$ cat config.mk
export PLATFORM = sky130hd
export DESIGN_NAME = kp_matrix_scanner
export DESIGN_NICKNAME = d
export VERILOG_FILES = /design/src/rtl/kp_pkg.sv /design/src/rtl/kp_stable_filter.sv /design/src/rtl/kp_line_scan.sv /design/src/rtl/kp_matrix_scanner.sv
export SDC_FILE = /design/constraint.sdc
export NUM_CORES = 1
export LEC_CHECK = 0
export BUFFER_PORTS_ARGS = -buffer_cell sky130_fd_sc_hd__buf_2
export CAP_MARGIN = 20
export CORE_AREA = 2 2 241 243
export DETAILED_ROUTE_END_ITERATION = 16
export DIE_AREA = 0 0 243 245
export SYNTH_ARGS = -nofsm -noshare
export SYNTH_HDL_FRONTEND = slang
export SYNTH_SLANG_ARGS = --single-unit
export TNS_END_PERCENT = 30
$ cat constraint.sdc
create_clock -name clk -period 7.3 [get_ports clk]
set_input_delay 0 -clock clk [delete_from_list [all_inputs] [get_ports clk]]
set_output_delay 0 -clock clk [all_outputs]
set_load 0.01 [all_outputs]
$ cat src/rtl/kp_pkg.sv
package kp_pkg;
  localparam int KP_LINES   = 8;
  localparam int KP_CODE_W  = 3;
  localparam int KP_WORD_W  = 32;

  localparam int BIT_EN     = 0;
  localparam int BIT_PULL   = 1;
  localparam int LSB_CCODE  = 8;
  localparam int BIT_CEN    = 11;
  localparam int LSB_SCODE  = 12;
  localparam int BIT_SEN    = 15;
  localparam int LSB_COLS   = 16;
  localparam int LSB_ROWS   = 20;
  localparam int LSB_CMASK  = 16;
  localparam int LSB_RMASK  = 24;

  typedef struct packed {
    logic [2:0] rows_m1;
    logic [2:0] cols_m1;
    logic       stat_en;
    logic [2:0] stat_code;
    logic       col_en;
    logic [2:0] col_code;
    logic       pull_up;
    logic       enable;
  } kp_cfg_t;

  function automatic kp_cfg_t kp_decode(input logic [KP_WORD_W-1:0] w);
    kp_cfg_t c;
    c.rows_m1   = w[LSB_ROWS +: 3];
    c.cols_m1   = w[LSB_COLS +: 3];
    c.stat_en   = w[BIT_SEN];
    c.stat_code = w[LSB_SCODE +: 3];
    c.col_en    = w[BIT_CEN];
    c.col_code  = w[LSB_CCODE +: 3];
    c.pull_up   = w[BIT_PULL];
    c.enable    = w[BIT_EN];
    return c;
  endfunction
endpackage

$ cat src/rtl/kp_stable_filter.sv
module kp_stable_filter #(
  parameter int W      = 64,
  parameter int CODE_W = 3
) (
  input  logic              clk,
  input  logic              rst,
  input  logic              upd_i,
  input  logic              en_i,
  input  logic [CODE_W-1:0] code_i,
  input  logic [W-1:0]      in_i,
  output logic [W-1:0]      out_o
);
  localparam int CNT_W = (1 << CODE_W) + 2;

  logic [W-1:0]     cand_q;
  logic [CNT_W-1:0] cnt_q;
  logic [CNT_W-1:0] need;
  logic [CNT_W-1:0] cnt_inc;
  logic             same;

  always_comb begin
    need    = CNT_W'(1) << (CNT_W'(code_i) + CNT_W'(1));
    same    = (in_i == cand_q);
    cnt_inc = (cnt_q == {CNT_W{1'b1}}) ? cnt_q : cnt_q + CNT_W'(1);
  end

  always_ff @(posedge clk) begin
    if (rst) begin
      cand_q <= '0;
      cnt_q  <= '0;
      out_o  <= '0;
    end else if (upd_i) begin
      cand_q <= in_i;
      cnt_q  <= same ? cnt_inc : CNT_W'(1);
      if (!en_i)
        out_o <= in_i;
      else if (same && cnt_inc >= need)
        out_o <= in_i;
    end
  end


  filt_hold_chk: assert property (@(posedge clk) disable iff (rst)
    !upd_i |=> $stable(out_o));

  filt_reject_chk: assert property (@(posedge clk) disable iff (rst)
    (upd_i && en_i && (in_i != cand_q)) |=> $stable(out_o));

  filt_pass_chk: assert property (@(posedge clk) disable iff (rst)
    (upd_i && !en_i) |=> (out_o == $past(in_i)));
endmodule

$ cat src/rtl/kp_line_scan.sv
module kp_line_scan #(
  parameter int LINES = 8
) (
  input  logic                     clk,
  input  logic                     rst,
  input  logic                     en_i,
  input  logic                     pull_i,
  input  logic                     tick_i,
  input  logic                     row_side_i,
  input  logic [2:0]               rows_m1_i,
  input  logic [2:0]               cols_m1_i,
  input  logic [LINES-1:0]         row_mask_i,
  input  logic [LINES-1:0]         col_mask_i,
  input  logic [LINES-1:0]         row_in,
  input  logic [LINES-1:0]         col_in,
  output logic [LINES-1:0]         row_out,
  output logic [LINES-1:0]         row_oe,
  output logic [LINES-1:0]         col_out,
  output logic [LINES-1:0]         col_oe,
  output logic [LINES*LINES-1:0]   frame_o,
  output logic                     frame_stb_o
);
  localparam int KEYS  = LINES * LINES;
  localparam int IDX_W = $clog2(LINES);

  logic [IDX_W-1:0] idx_q;
  logic [IDX_W-1:0] last_idx;
  logic [KEYS-1:0]  shadow_q;
  logic [KEYS-1:0]  shadow_n;
  logic [LINES-1:0] pressed;
  logic [LINES-1:0] line_vec;

  always_comb begin
    last_idx = row_side_i ? IDX_W'(rows_m1_i) : IDX_W'(cols_m1_i);
    pressed  = (row_side_i ? col_in : row_in) ^ {LINES{pull_i}};
    shadow_n = (idx_q == '0) ? '0 : shadow_q;
    for (int j = 0; j < LINES; j++) begin
      if (row_side_i)
        shadow_n[int'(idx_q)*LINES + j] = pressed[j] && (j <= int'(cols_m1_i));
      else
        shadow_n[j*LINES + int'(idx_q)] = pressed[j] && (j <= int'(rows_m1_i));
    end
    line_vec = {LINES{pull_i}};
    line_vec[idx_q] = ~pull_i;
  end

  always_ff @(posedge clk) begin
    if (rst) begin
      idx_q       <= '0;
      shadow_q    <= '0;
      frame_o     <= '0;
      frame_stb_o <= 1'b0;
      row_out     <= '0;
      row_oe      <= '0;
      col_out     <= '0;
      col_oe      <= '0;
    end else begin
      frame_stb_o <= 1'b0;
      if (!en_i) begin
        idx_q <= '0;
      end else if (tick_i) begin
        shadow_q <= shadow_n;
        if (idx_q >= last_idx) begin
          idx_q       <= '0;
          frame_o     <= shadow_n;
          frame_stb_o <= 1'b1;
        end else begin
          idx_q <= idx_q + IDX_W'(1);
        end
      end
      row_out <= row_side_i ? line_vec : {LINES{pull_i}};
      col_out <= row_side_i ? {LINES{pull_i}} : line_vec;
      row_oe  <= (en_i && row_side_i)  ? row_mask_i : '0;
      col_oe  <= (en_i && !row_side_i) ? col_mask_i : '0;
    end
  end


  idx_range_chk: assert property (@(posedge clk) disable iff (rst)
    en_i |-> (idx_q <= last_idx));

  one_active_chk: assert property (@(posedge clk) disable iff (rst)
    $onehot0((row_out ^ {LINES{pull_i}}) & row_oe) && $onehot0((col_out ^ {LINES{pull_i}}) & col_oe));

  single_side_chk: assert property (@(posedge clk) disable iff (rst)
    !((|row_oe) && (|col_oe)));
endmodule

$ cat src/rtl/kp_matrix_scanner.sv
module kp_matrix_scanner
  import kp_pkg::*;
#(
  parameter int LINES  = KP_LINES,
  parameter int CODE_W = KP_CODE_W
) (
  input  logic                 clk,
  input  logic                 rst,
  input  logic                 scan_tick,
  input  logic [KP_WORD_W-1:0] ctrl_word,
  input  logic [KP_WORD_W-1:0] drive_word,
  input  logic [LINES-1:0]     row_in,
  input  logic [LINES-1:0]     col_in,
  output logic [LINES-1:0]     row_out,
  output logic [LINES-1:0]     row_oe,
  output logic [LINES-1:0]     col_out,
  output logic [LINES-1:0]     col_oe,
  output logic [KP_WORD_W-1:0] stat_lo,
  output logic [KP_WORD_W-1:0] stat_hi
);
  localparam int KEYS = LINES * LINES;

  kp_cfg_t          cfg;
  logic             pull_q;
  logic             pull_eff;
  logic [LINES-1:0] row_mask;
  logic [LINES-1:0] col_mask;
  logic             row_side;
  logic [KEYS-1:0]  frame;
  logic             frame_stb;
  logic             stb_d;
  logic [KEYS-1:0]  col_filt;
  logic [KEYS-1:0]  stat_filt;
  logic [KEYS-1:0]  stat_q;

  always_comb begin
    cfg      = kp_decode(ctrl_word);
    pull_eff = cfg.enable ? cfg.pull_up : pull_q;
    row_mask = drive_word[LSB_RMASK +: LINES];
    col_mask = drive_word[LSB_CMASK +: LINES];
    row_side = |row_mask;
  end

  kp_line_scan #(.LINES(LINES)) u_scan (
    .clk(clk), .rst(rst), .en_i(cfg.enable), .pull_i(pull_eff), .tick_i(scan_tick),
    .row_side_i(row_side), .rows_m1_i(cfg.rows_m1), .cols_m1_i(cfg.cols_m1),
    .row_mask_i(row_mask), .col_mask_i(col_mask), .row_in(row_in), .col_in(col_in),
    .row_out(row_out), .row_oe(row_oe), .col_out(col_out), .col_oe(col_oe),
    .frame_o(frame), .frame_stb_o(frame_stb)
  );

  kp_stable_filter #(.W(KEYS), .CODE_W(CODE_W)) u_col_filt (
    .clk(clk), .rst(rst), .upd_i(frame_stb), .en_i(cfg.col_en),
    .code_i(cfg.col_code[CODE_W-1:0]), .in_i(frame), .out_o(col_filt)
  );

  kp_stable_filter #(.W(KEYS), .CODE_W(CODE_W)) u_stat_filt (
    .clk(clk), .rst(rst), .upd_i(stb_d), .en_i(cfg.stat_en),
    .code_i(cfg.stat_code[CODE_W-1:0]), .in_i(col_filt), .out_o(stat_filt)
  );

  always_ff @(posedge clk) begin
    if (rst) begin
      pull_q <= 1'b0;
      stb_d  <= 1'b0;
      stat_q <= '0;
    end else begin
      if (cfg.enable) pull_q <= cfg.pull_up;
      stb_d  <= frame_stb;
      stat_q <= stat_filt ^ {KEYS{pull_eff}};
    end
  end

  assign stat_lo = stat_q[KP_WORD_W-1:0];
  assign stat_hi = stat_q[2*KP_WORD_W-1:KP_WORD_W];


  hold_when_off_chk: assert property (@(posedge clk) disable iff (rst)
    (!cfg.enable && $past(!cfg.enable) && $past(!cfg.enable, 2) && $past(!cfg.enable, 3))
      |-> ($stable(stat_lo) && $stable(stat_hi)));

  no_drive_off_chk: assert property (@(posedge clk) disable iff (rst)
    (!cfg.enable && $past(!cfg.enable)) |-> (row_oe == '0 && col_oe == '0));
endmodule

* Yosys cells after proc, flatten, opt, wreduce, memory -nomap -nowiden *
Index checks and enable logic that the tools add are counted.

word-level totals
  output and inout bits = 96
  word-level logic and storage cells = 223
  bits of input ports = 83
  register bits after elaboration = 506

operators by class
  $lt $le $gt $ge = 51
  bitwise operators = 7
  shifts and indexed selects = 2
  multiplexer cells = 75
  equality and inequality tests = 6
  $add $sub $neg = 19
  reduce and logical (&&, ||, !) cells = 46

operators by type and width
  operator                                                        number
  bitwise mux 64 bit                                              16
  2-to-1 mux 64 bit                                               13
  >= comparator 32 x 1 -> 1 bit (second input constant)           14
  less-than comparator 32 x 8 -> 1 bit (second input constant)    14
  equality test 64 bit                                            2
  demux 1 bit (select 6 bit)                                      14
  bitwise XOR 64 bit                                              1
  2-to-1 mux 10 bit                                               4
  logical AND 1 bit                                               35
  adder 6 x 3 -> 7 bit (first input constant)                     4
  adder 6 x 3 -> 7 bit (second input constant)                    4
  less-or-equal comparator 3 bit (first input constant)           8
  2-to-1 mux 8 bit                                                3
  adder 10 x 1 -> 10 bit (second input constant)                  2
  equality test 10 bit (second input constant)                    2
  >= comparator 10 bit                                            2
  left shift 1 x 10 -> 10 bit (first input constant)              2
  2-to-1 mux 1 bit                                                19
  adder 6 x 2 -> 7 bit (second input constant)                    2
  adder 5 x 3 -> 6 bit (first input constant)                     2
  less-or-equal comparator 2 x 3 -> 1 bit (first input constant)  4
  demux 1 bit (select 3 bit)                                      3
  adder 3 x 1 -> 4 bit (second input constant)                    2
  bitwise mux 8 bit                                               1
  21 further kinds                                                33

* Logic depth before layout (Yosys ltp) *
Gate-level depths: netlist (run 1).

  depth after elaboration = 20
  depth in mapped cells = 16

* By module *
A second synthesis (run 1) with hierarchy kept.

unflattened totals
  cell total of the unflattened synthesis = 2679
  area total of the unflattened synthesis = 24773.8 um2

by module, submodules not included
  module                           cells each  times used  area each (um2)
  kp_line_scan                     1027        1           8401.8
  kp_stable_filter at u_col_filt   683         1           6710.2
  kp_stable_filter at u_stat_filt  683         1           6676.4
  kp_matrix_scanner                286         1           2985.4

* Least setup slack after synthesis (run 1) *
OpenSTA, ideal clock, no wires.

  kind = input-to-reg
  start point = input port drive_word[29]
  end point = register u_scan.frame_o[62]
  slack = 4073 ps
  arrival = 3091 ps
  stages on the path = 15
  data required time = 7164 ps
  setup time = 136 ps
  buffers on the path = 5
  cells stage by stage = or4_1 clkbuf_1 nor2_2 buf_4 clkbuf_1 nand2_1 nand2_1 ha_1 nand2b_1 a21o_1 a21oi_1 or3_1 clkbuf_1 buf_1 o22ai_1

between the ends
  cells in the longest elaborated chain, start to end = 19
  elaborated cells on any way between the ends = 44
  classes of those cells = 1 x order compare; 26 x mux; 1 x bitwise; 16 x reduce/logical

ends and longest elaborated chain
  item                                          RTL line                                text
  start, declared                               kp_matrix_scanner.sv:11                 input logic [KP_WORD_W-1:0] drive_word,
  OR reduction 8 bit (*)                        kp_matrix_scanner.sv:41                 row_side = |row_mask;
  2-to-1 mux 8 bit                              kp_line_scan.sv:35                      pressed = (row_side_i ? col_in : row_in) ^ {LINES{pull_i}};
  bitwise XOR 8 bit                             kp_line_scan.sv:35
  bitwise mux 64 bit, on equally long branches  kp_line_scan.sv:41, kp_line_scan.sv:39
  2-to-1 mux 64 bit                             kp_line_scan.sv:38                      if (row_side_i)
  bitwise mux 64 bit, on equally long branches  kp_line_scan.sv:41, kp_line_scan.sv:39
  2-to-1 mux 64 bit                             kp_line_scan.sv:38
  bitwise mux 64 bit, on equally long branches  kp_line_scan.sv:41, kp_line_scan.sv:39
  (+3 left out)                                 n/a
  bitwise mux 64 bit, on equally long branches  kp_line_scan.sv:41, kp_line_scan.sv:39
  2-to-1 mux 64 bit                             kp_line_scan.sv:38
  bitwise mux 64 bit, on equally long branches  kp_line_scan.sv:41, kp_line_scan.sv:39
  2-to-1 mux 64 bit                             kp_line_scan.sv:38
  bitwise mux 64 bit, on equally long branches  kp_line_scan.sv:41, kp_line_scan.sv:39
  2-to-1 mux 64 bit                             kp_line_scan.sv:38
  bitwise mux 64 bit, on equally long branches  kp_line_scan.sv:41, kp_line_scan.sv:39
  2-to-1 mux 64 bit                             kp_line_scan.sv:38
  end signal, assigned                          kp_line_scan.sv:65                      frame_o <= shadow_n;
  end, declared                                 kp_line_scan.sv:20                      output logic [LINES*LINES-1:0] frame_o,

Every way passes the cells marked *; elsewhere a longest branch is shown, timed or not.
A chain may end at the register's enable or synchronous reset.

* Worst setup path after layout (run 1) *
  start point = register u_col_filt.cnt_q[0]
  end point = register u_col_filt.out_o[51]

between the ends
  cells in the longest elaborated chain, start to end = 6
  elaborated cells on any way between the ends = 7
  classes of those cells = 1 x add/sub; 1 x order compare; 2 x eq/ne; 1 x mux; 2 x reduce/logical

ends and longest elaborated chain
  item                                                            RTL line                text
  start, declared                                                 kp_stable_filter.sv:16  logic [CNT_W-1:0] cnt_q;
  start signal, assigned                                          kp_stable_filter.sv:34  cnt_q <= same ? cnt_inc : CNT_W'(1);
  adder 10 x 1 -> 10 bit or equality test 10 bit (tied branches)  kp_stable_filter.sv:24  cnt_inc = (cnt_q == {CNT_W{1'b1}}) ? cnt_q : cnt_q + CNT_W'(1);
  2-to-1 mux 10 bit (*)                                           kp_stable_filter.sv:24
  >= comparator 10 bit (*)                                        kp_stable_filter.sv:37  else if (same && cnt_inc >= need)
  logical AND 1 bit (*)                                           kp_stable_filter.sv:37
  inequality test 2 x 1 -> 1 bit (no source line) (*)             n/a
  AND reduction 2 bit (no source line) (*)                        n/a
  end signal, assigned                                            kp_stable_filter.sv:36  out_o <= in_i;
  end signal, assigned                                            kp_stable_filter.sv:38  out_o <= in_i;
  end, declared                                                   kp_stable_filter.sv:11  output logic [W-1:0] out_o

Marks and branches as above.

==> flow_metrics.env, run 1 <==
export IMPL_outcome="complete, no violations"
export IMPL_critPathCaptureType="flip-flop"
export IMPL_timing_worst_setup_path_type="reg2reg"
export IMPL_via_per_inst=5.33
export IMPL_hold_slack_ns=0.0369
export IMPL_post_cts_buffers=0
export IMPL_path_cells="ha_1 > and2_1 > and4_1 > nand3_1 > a21oi_1 > ha_1 > a21oi_1 > o21ai_0 > a31oi_1 > o21ai_0 > a31oi_4 > buf_4 > buf_4 > mux2i_1 > nor2_1"
export IMPL_tns_ns=0
export IMPL_synth_enable_flop_cells=0
export IMPL_r2r_slack_ns=2.94
export IMPL_chipWidth_um=243
export IMPL_rows=88
export IMPL_tightest_slew_ns=1.14
export IMPL_cts_root_buf="clkbuf_16"
export IMPL_ys_flop_type="dfxtp_1"
export IMPL_dr_total_vias=17700
export IMPL_htreeDepth=2
export IMPL_area_delta_synth_final_pct=15.1
export IMPL_yosysWarnings=0
export IMPL_cap_viol_max_count=0
export IMPL_synth_seq_area_share_pct=45.0
export IMPL_report_final_slew_viol_count=0
export IMPL_synth_compound_area_share_pct=10.7
export IMPL_cts_reportedPaths_clkPinSlew_ns=0.06
export IMPL_synthTopCellsByCount="dfxtp_1, nor2_1, mux2i_1, nand2b_1, clkbuf_1"
export IMPL_cpPeakStageDelay_ns=0.72
export IMPL_synth_most_common_cell="dfxtp_1"
export IMPL_synth_adder_area_share_pct=1.50
export IMPL_async_reset_ff_share_pct=0
export IMPL_top_level_ports=179
export IMPL_reg2reg_depth=15
export IMPL_port_buffers=146
export IMPL_critPathMaxFanout=48
export IMPL_coreArea_mm2=0.0570
export IMPL_post_drt_wl_per_cell_um=18.3
export IMPL_crit_path_top_delay_cell="buf_4"
export IMPL_worstReg2RegEnd="u_col_filt.out_o[51]"
export IMPL_fin_skew_ns=0.0214
export IMPL_synth_simple_area_share_pct=19.8
export IMPL_ir_worst_vdd_mv=0.162
export IMPL_drtPass1Iterations=5
export IMPL_cts_tree="yes"
export IMPL_powerDensity_mw_per_mm2=234
export IMPL_power_leakage_nw=10.7
export IMPL_n_antenna_cell=0
export IMPL_synth_cell_type_count=64
export IMPL_reg2reg_from="u_col_filt.cnt_q[0]"
export IMPL_critical_path_top_delay_family="compound AO/OA/AOI/OAI gates"
export IMPL_final_antenna_net_count=0
export IMPL_clk_latency_ns=0.61
export IMPL_crit_end="u_col_filt.out_o[51]"
export IMPL_avgSynthCellArea_um2=9.25
export IMPL_antenna_found_initial=0
export IMPL_yosysTopAreaCellShare_pct=45.0
export IMPL_fin_util_pct=45.4
export IMPL_initial_core_util_pct=39.4
export IMPL_ys_ff_latch=506
export IMPL_dieArea_mm2=0.0595
export IMPL_globalRouteOverflowTotal=0
export IMPL_numCtsBuffers=54
export IMPL_cp_arrival_ns=4.81
export IMPL_synth_xor_area_share_pct=7.44
export IMPL_synth_area_leader_cell="dfxtp_1"
export IMPL_syn_instance_count=2432
export IMPL_required_ns=7.75
export IMPL_timing_final_crit_share_pct=59.8
export IMPL_synthesis_area_mm2=0.0225
export IMPL_slew_headroom_pct=24.0
export IMPL_finalCriticalPeriod_ns=4.36
export IMPL_grt_max_degree=255
export IMPL_synth_top_family_by_area="simple AND/OR/NAND/NOR gates"
export IMPL_route_detailed_drc=0
export IMPL_cp_num_cells=15
export IMPL_grt_pass1_vias=16900
export IMPL_path_buf_inv=2
export IMPL_dp_hpwl_mm=41.2
export IMPL_fmax_ghz=0.229
export IMPL_drive_above_1_share_pct=11.2
export IMPL_rsz0062_at_grt="false"
export IMPL_track_usage_pct=19.9
export IMPL_grt_pass1_wl_mm=95.0
export IMPL_synthTopCellsByArea="dfxtp_1, mux2i_1, nand2b_1"
export IMPL_dr_first_iter_drc_count=1354
export IMPL_holdPathStages=4
export IMPL_hold_path_class="in2reg"
export IMPL_gp_congestion=0.857
export IMPL_wl_mm=60.7
export IMPL_cts_sinks=506
export IMPL_cp_startpoint="u_col_filt.cnt_q[0]"
export IMPL_muxShareOfSynthArea_pct=12.2
export IMPL_crit_path_start_kind="flip-flop"
export IMPL_cts_buffer_depth=3
export IMPL_fin_nets=2631
export IMPL_setup_violations=0
export IMPL_hold_violations=0
export IMPL_die_height_um=245
[cells by family after synthesis]
logic type / count (synthesis)
AND/OR/NAND/NOR: 873
flip-flops: 506
AO/OA/AOI/OAI: 381
multiplexers: 273
XOR/XNOR: 191
buffers and inverters: 179
adder cells (fa/ha/maj): 27
other: 2
[stage by stage]
step           power, W  instance area [um2]  instances  worst slack [ns]
4_1_cts         0.00612                25900       3325              2.93
2_1_floorplan   0.00312                22500       2434              4.07
3_3_place_gp    0.00325                23700       3202              2.99
6_report        0.00605                25900       3326              2.94
3_5_place_dp    0.00325                23700       3202              2.94
5_1_grt         0.00626                25900       3326              2.57
[where the power goes]
part / internal (W) / leakage [nW] / total (W) / switching (W)
registers: 0.00280 / 4.10 / 0.00282 / 0.0000225
logic: 0.000140 / 5.65 / 0.000379 / 0.000239
clock network: 0.00172 / 0.915 / 0.00285 / 0.00113
total: 0.00466 / 10.7 / 0.00605 / 0.00140
[state kept, by name, summed over array words and instances (netlist names), 3 cells and up]
signal	count
u_scan.shadow_q	64
u_stat_filt.out_o	64
u_col_filt.cnt_q	10
u_col_filt.cand_q	64
u_scan.frame_o	64
u_scan.idx_q	3
u_scan.row_out	8
stat_q	64
u_stat_filt.cand_q	64
u_stat_filt.cnt_q	10
u_col_filt.out_o	64
u_scan.col_out	8
u_scan.row_oe	8
u_scan.col_oe	8
[layer usage]
layer	wire length (um)	global-route usage, %	vias up
met2	27200	31.6	540
met3	3370	3.36	118
met5	0	0	-
li1	-	-	8596
met1	28400	27.3	8457
met4	1750	6.77	0
[worst min-delay path, delay by kind of cell]
family / cells / cell delay, ns
xor+xnor: 1 / 0.23
mux: 1 / 0.18
buf+inv: 1 / 0.10
simple gates: 1 / 0.10
[area by class of cell]
class	instances	area (um2)
Inverter	16	60.1
Sequential cell	506	10100
Clock inverter	19	269
Multi-Input combinational cell	1749	11700
Tap cell	765	957
Fill cell	5539	31200
Timing Repair Buffer	194	1190
Clock buffer	77	1590
[placed cells by master (no fill, tap or decap), types with 15 or more instances in the layout]
master and n:
nor4_1 28, nor2_1 316, a21oi_1 75, nand3b_1 42, nand3_1 57, clkbuf_8 15
dfxtp_1 504, buf_2 145, a311oi_1 15, o21ai_0 106, nand2_1 88, and3_1 24
ha_1 27, xor2_1 77, clkbuf_16 54, buf_4 18, nor3_1 20, mux2i_1 266
nand2b_1 193, o22ai_1 50, a31oi_1 31, and2_1 17, nor2b_1 35, inv_1 16
o211ai_1 15, xnor2_1 114, dlygate4sd3_1 27
[worst min-delay path by stage]
stage | start | end | slack [ns]
after CTS | ctrl_word[17] | u_scan.frame_o[31] | 0.008
after global placement | drive_word[17] | u_scan.col_oe[1] | 0.22
final | ctrl_word[1] | u_scan.row_out[4] | 0.04
after floorplan | drive_word[24] | u_scan.row_oe[0] | 0.12
after detailed placement | drive_word[17] | u_scan.col_oe[1] | 0.23
after global routing | ctrl_word[17] | u_scan.shadow_q[31] | 0.07
[timing repair]
item | in CTS | in global routing
gates resized for setup | 0 | 0
endpoints found under the hold margin | 108 | 0
hold buffers | 27 | 0
(Power assumes the default switching activity.)
==> run 2: changes to the inputs <==
==> constraint.sdc (replaced) <==
create_clock -name clk -period 4.13 [get_ports clk]
set_input_delay 0 -clock clk [delete_from_list [all_inputs] [get_ports clk]]
set_output_delay 0 -clock clk [all_outputs]
set_load 0.01 [all_outputs]
==> run 2 against run 1 <==
Net effect:
- core utilization increased by 0.45 points
- non-clock buffer count increased by 26
- total power increased by 75%
- clock skew increased by 0.010 ns
- clock power increased by 73%
- global-route usage increased by 0.93 points
- register-to-register slack got worse by 2.5 ns
- clock-buffer cell count increased by 4
- sequential cell count unchanged
- combinational power increased by 82%
- via count increased by 0.80%
- highest routed layer unchanged
==> flow_metrics.env, run 2 (synthesis gave the netlist of run 1 again) <==
export IMPL_critPathMaxFanout=10
export IMPL_cap_viol_max_count=0
export IMPL_fin_util_pct=45.8
export IMPL_powerDensity_mw_per_mm2=406
export IMPL_area_delta_synth_final_pct=16.2
export IMPL_timing_final_crit_share_pct=88.3
export IMPL_via_per_inst=5.32
export IMPL_grt_pass1_vias=17500
export IMPL_fmax_ghz=0.274
export IMPL_post_drt_wl_per_cell_um=18.7
export IMPL_final_common_cell="dfxtp_1"
export IMPL_tns_ns=0
export IMPL_timing_worst_setup_path_type="reg2reg"
export IMPL_n_antenna_cell=0
export IMPL_p_seq_share_pct=47.0
export IMPL_cts_buffer_depth=3
export IMPL_layout_common_cells="dfxtp_1, nor2_1, mux2i_1"
export IMPL_power_leakage_nw=10.8
export IMPL_gp_congestion=0.873
export IMPL_cts_sinks=506
export IMPL_numCtsBuffers=55
export IMPL_hold_violations=0
export IMPL_antenna_found_initial=0
export IMPL_setup_violations=0
export IMPL_htreeDepth=2
export IMPL_cts_root_buf="clkbuf_16"
export IMPL_internal_power_w=0.00808
export IMPL_crit_path_top_delay_cell="dfxtp_1"
export IMPL_slew_headroom_pct=27.1
export IMPL_critical_path_top_delay_family="simple AND/OR/NAND/NOR gates"
export IMPL_final_antenna_net_count=0
export IMPL_pwr_share_clk_pct=46.5
export IMPL_required_ns=4.62
export IMPL_grt_max_degree=123
export IMPL_clk_latency_ns=0.62
export IMPL_rsz0062_at_grt="false"
export IMPL_comb_power_share_pct=6.5
export IMPL_globalRouteOverflowTotal=0
export IMPL_tightest_slew_ns=1.09
export IMPL_chipWidth_um=243
export IMPL_outcome="complete, no violations"
export IMPL_swShare_pct=23.8
export IMPL_fin_nets=2658
export IMPL_initial_core_util_pct=39.4
export IMPL_cts_tree="yes"
export IMPL_top_level_ports=179
export IMPL_drive_above_1_share_pct=12.1
export IMPL_cp_arrival_ns=4.14
export IMPL_dp_hpwl_mm=43.7
export IMPL_critPathCaptureType="flip-flop"
export IMPL_fin_ws_ns=0.483
export IMPL_hold_path_class="in2reg"
export IMPL_port_buffers=146
export IMPL_track_usage_pct=20.8
export IMPL_fin_skew_ns=0.0314
export IMPL_drtPass1Iterations=7
export IMPL_wl_mm=62.9
export IMPL_route_detailed_drc=0
export IMPL_dieArea_mm2=0.0595
export IMPL_finalCriticalPeriod_ns=3.65
export IMPL_crit_path_start_kind="flip-flop"
export IMPL_grt_pass1_wl_mm=99.1
export IMPL_cts_reportedPaths_clkPinSlew_ns=0.06
export IMPL_path_buf_inv=2
export IMPL_dr_total_vias=17900
export IMPL_rows=88
export IMPL_path_cells="ha_1 > and2_1 > and4_1 > nand3_1 > mux2_2 > ha_1 > nand2_1 > o21ai_0 > a31oi_1 > o21ai_0 > a31oi_4 > buf_12 > buf_4 > mux2i_1 > nor2_1"
export IMPL_die_height_um=245
export IMPL_switching_power_w=0.00253
export IMPL_report_final_slew_viol_count=0
export IMPL_cpPeakStageDelay_ns=0.45
export IMPL_cts_resized=0
export IMPL_ir_worst_vdd_mv=0.308
export IMPL_dr_first_iter_drc_count=1247
export IMPL_coreArea_mm2=0.0570
export IMPL_pre_cts_ws_ns=0.230
## run 2: changes by cell type in the layout (fill, tap and decap cells not counted), moves of 2 or more
| cell | before | now |
|---|---|---|
| clkinv_2 | 8 | 14 |
| bufinv_16 | 6 | 2 |
| clkbuf_16 | 54 | 56 |
| buf_4 | 18 | 37 |
| clkbuf_1 | 8 | 11 |
| buf_12 | 2 | 9 |
## run 2: repair_timing
| item | 4_1_cts | 5_1_grt |
|---|---|---|
| endpoints found under the hold margin | 89 | 0 |
| hold buffers | 27 | 0 |
| setup endpoints to repair | 0 | 18 |
| setup buffers | 0 | 1 |
## run 2: power groups by stage
| stage | clock (W) | sequential [W] | combinational [W] |
|---|---|---|---|
| 3_5_place_dp | 0 | 0.00510 | 0.000665 |
| 2_1_floorplan | 0 | 0.00511 | 0.000404 |
| 4_1_cts | 0.00504 | 0.00499 | 0.000686 |
| 6_report | 0.00493 | 0.00499 | 0.000689 |
| 5_1_grt | 0.00524 | 0.00499 | 0.000747 |
| 3_3_place_gp | 0 | 0.00509 | 0.000660 |
## run 2: tightest hold or removal path, delay by kind of cell
kind | cells | cell delay (ns)
xor gates and xnor gates | 1 | 0.24
buffers and inverters | 1 | 0.09
muxes | 1 | 0.17
and+or+nand+nor | 1 | 0.10
## run 2: cell type report
cell class | count | area (um2)
inverter | 16 | 60.1
clock inverter | 21 | 200
multi-input combinational | 1749 | 11700
timing repair buffer | 220 | 1470
tap | 765 | 957
fill | 5573 | 30900
sequential | 506 | 10100
clock buffer | 81 | 1640
## run 2: worst paths after layout
path                            start                   end  slack [ns]  depth (start not counted)
hold reg to reg   u_scan.shadow_q[14]   u_scan.shadow_q[14]        0.46                          2
hold / removal           ctrl_word[1]     u_scan.row_out[4]        0.03                          4
setup reg to reg  u_col_filt.cnt_q[0]  u_col_filt.out_o[18]        0.48                         15
setup / recovery  u_col_filt.cnt_q[0]  u_col_filt.out_o[18]        0.48                         15
## run 2: per-stage QoR
step	cell area [um2]	instances	power (W)	hold WS, ns
after floorplan	22500	2434	0.00552	0.122
after global placement	24000	3227	0.00575	0.224
after detailed placement	24000	3227	0.00576	0.229
after CTS	26100	3356	0.0107	0.0101
after global routing	26100	3358	0.0110	0.0486
final	26100	3358	0.0106	0.0261
## run 2: layer usage
metal	share of wire, %	global-route usage [%]	wire [um]
met5	0	0	0
met4	3.2	7.58	2000
met3	5.3	3.20	3320
met2	45	33.4	28100
met1	47	28.4	29500
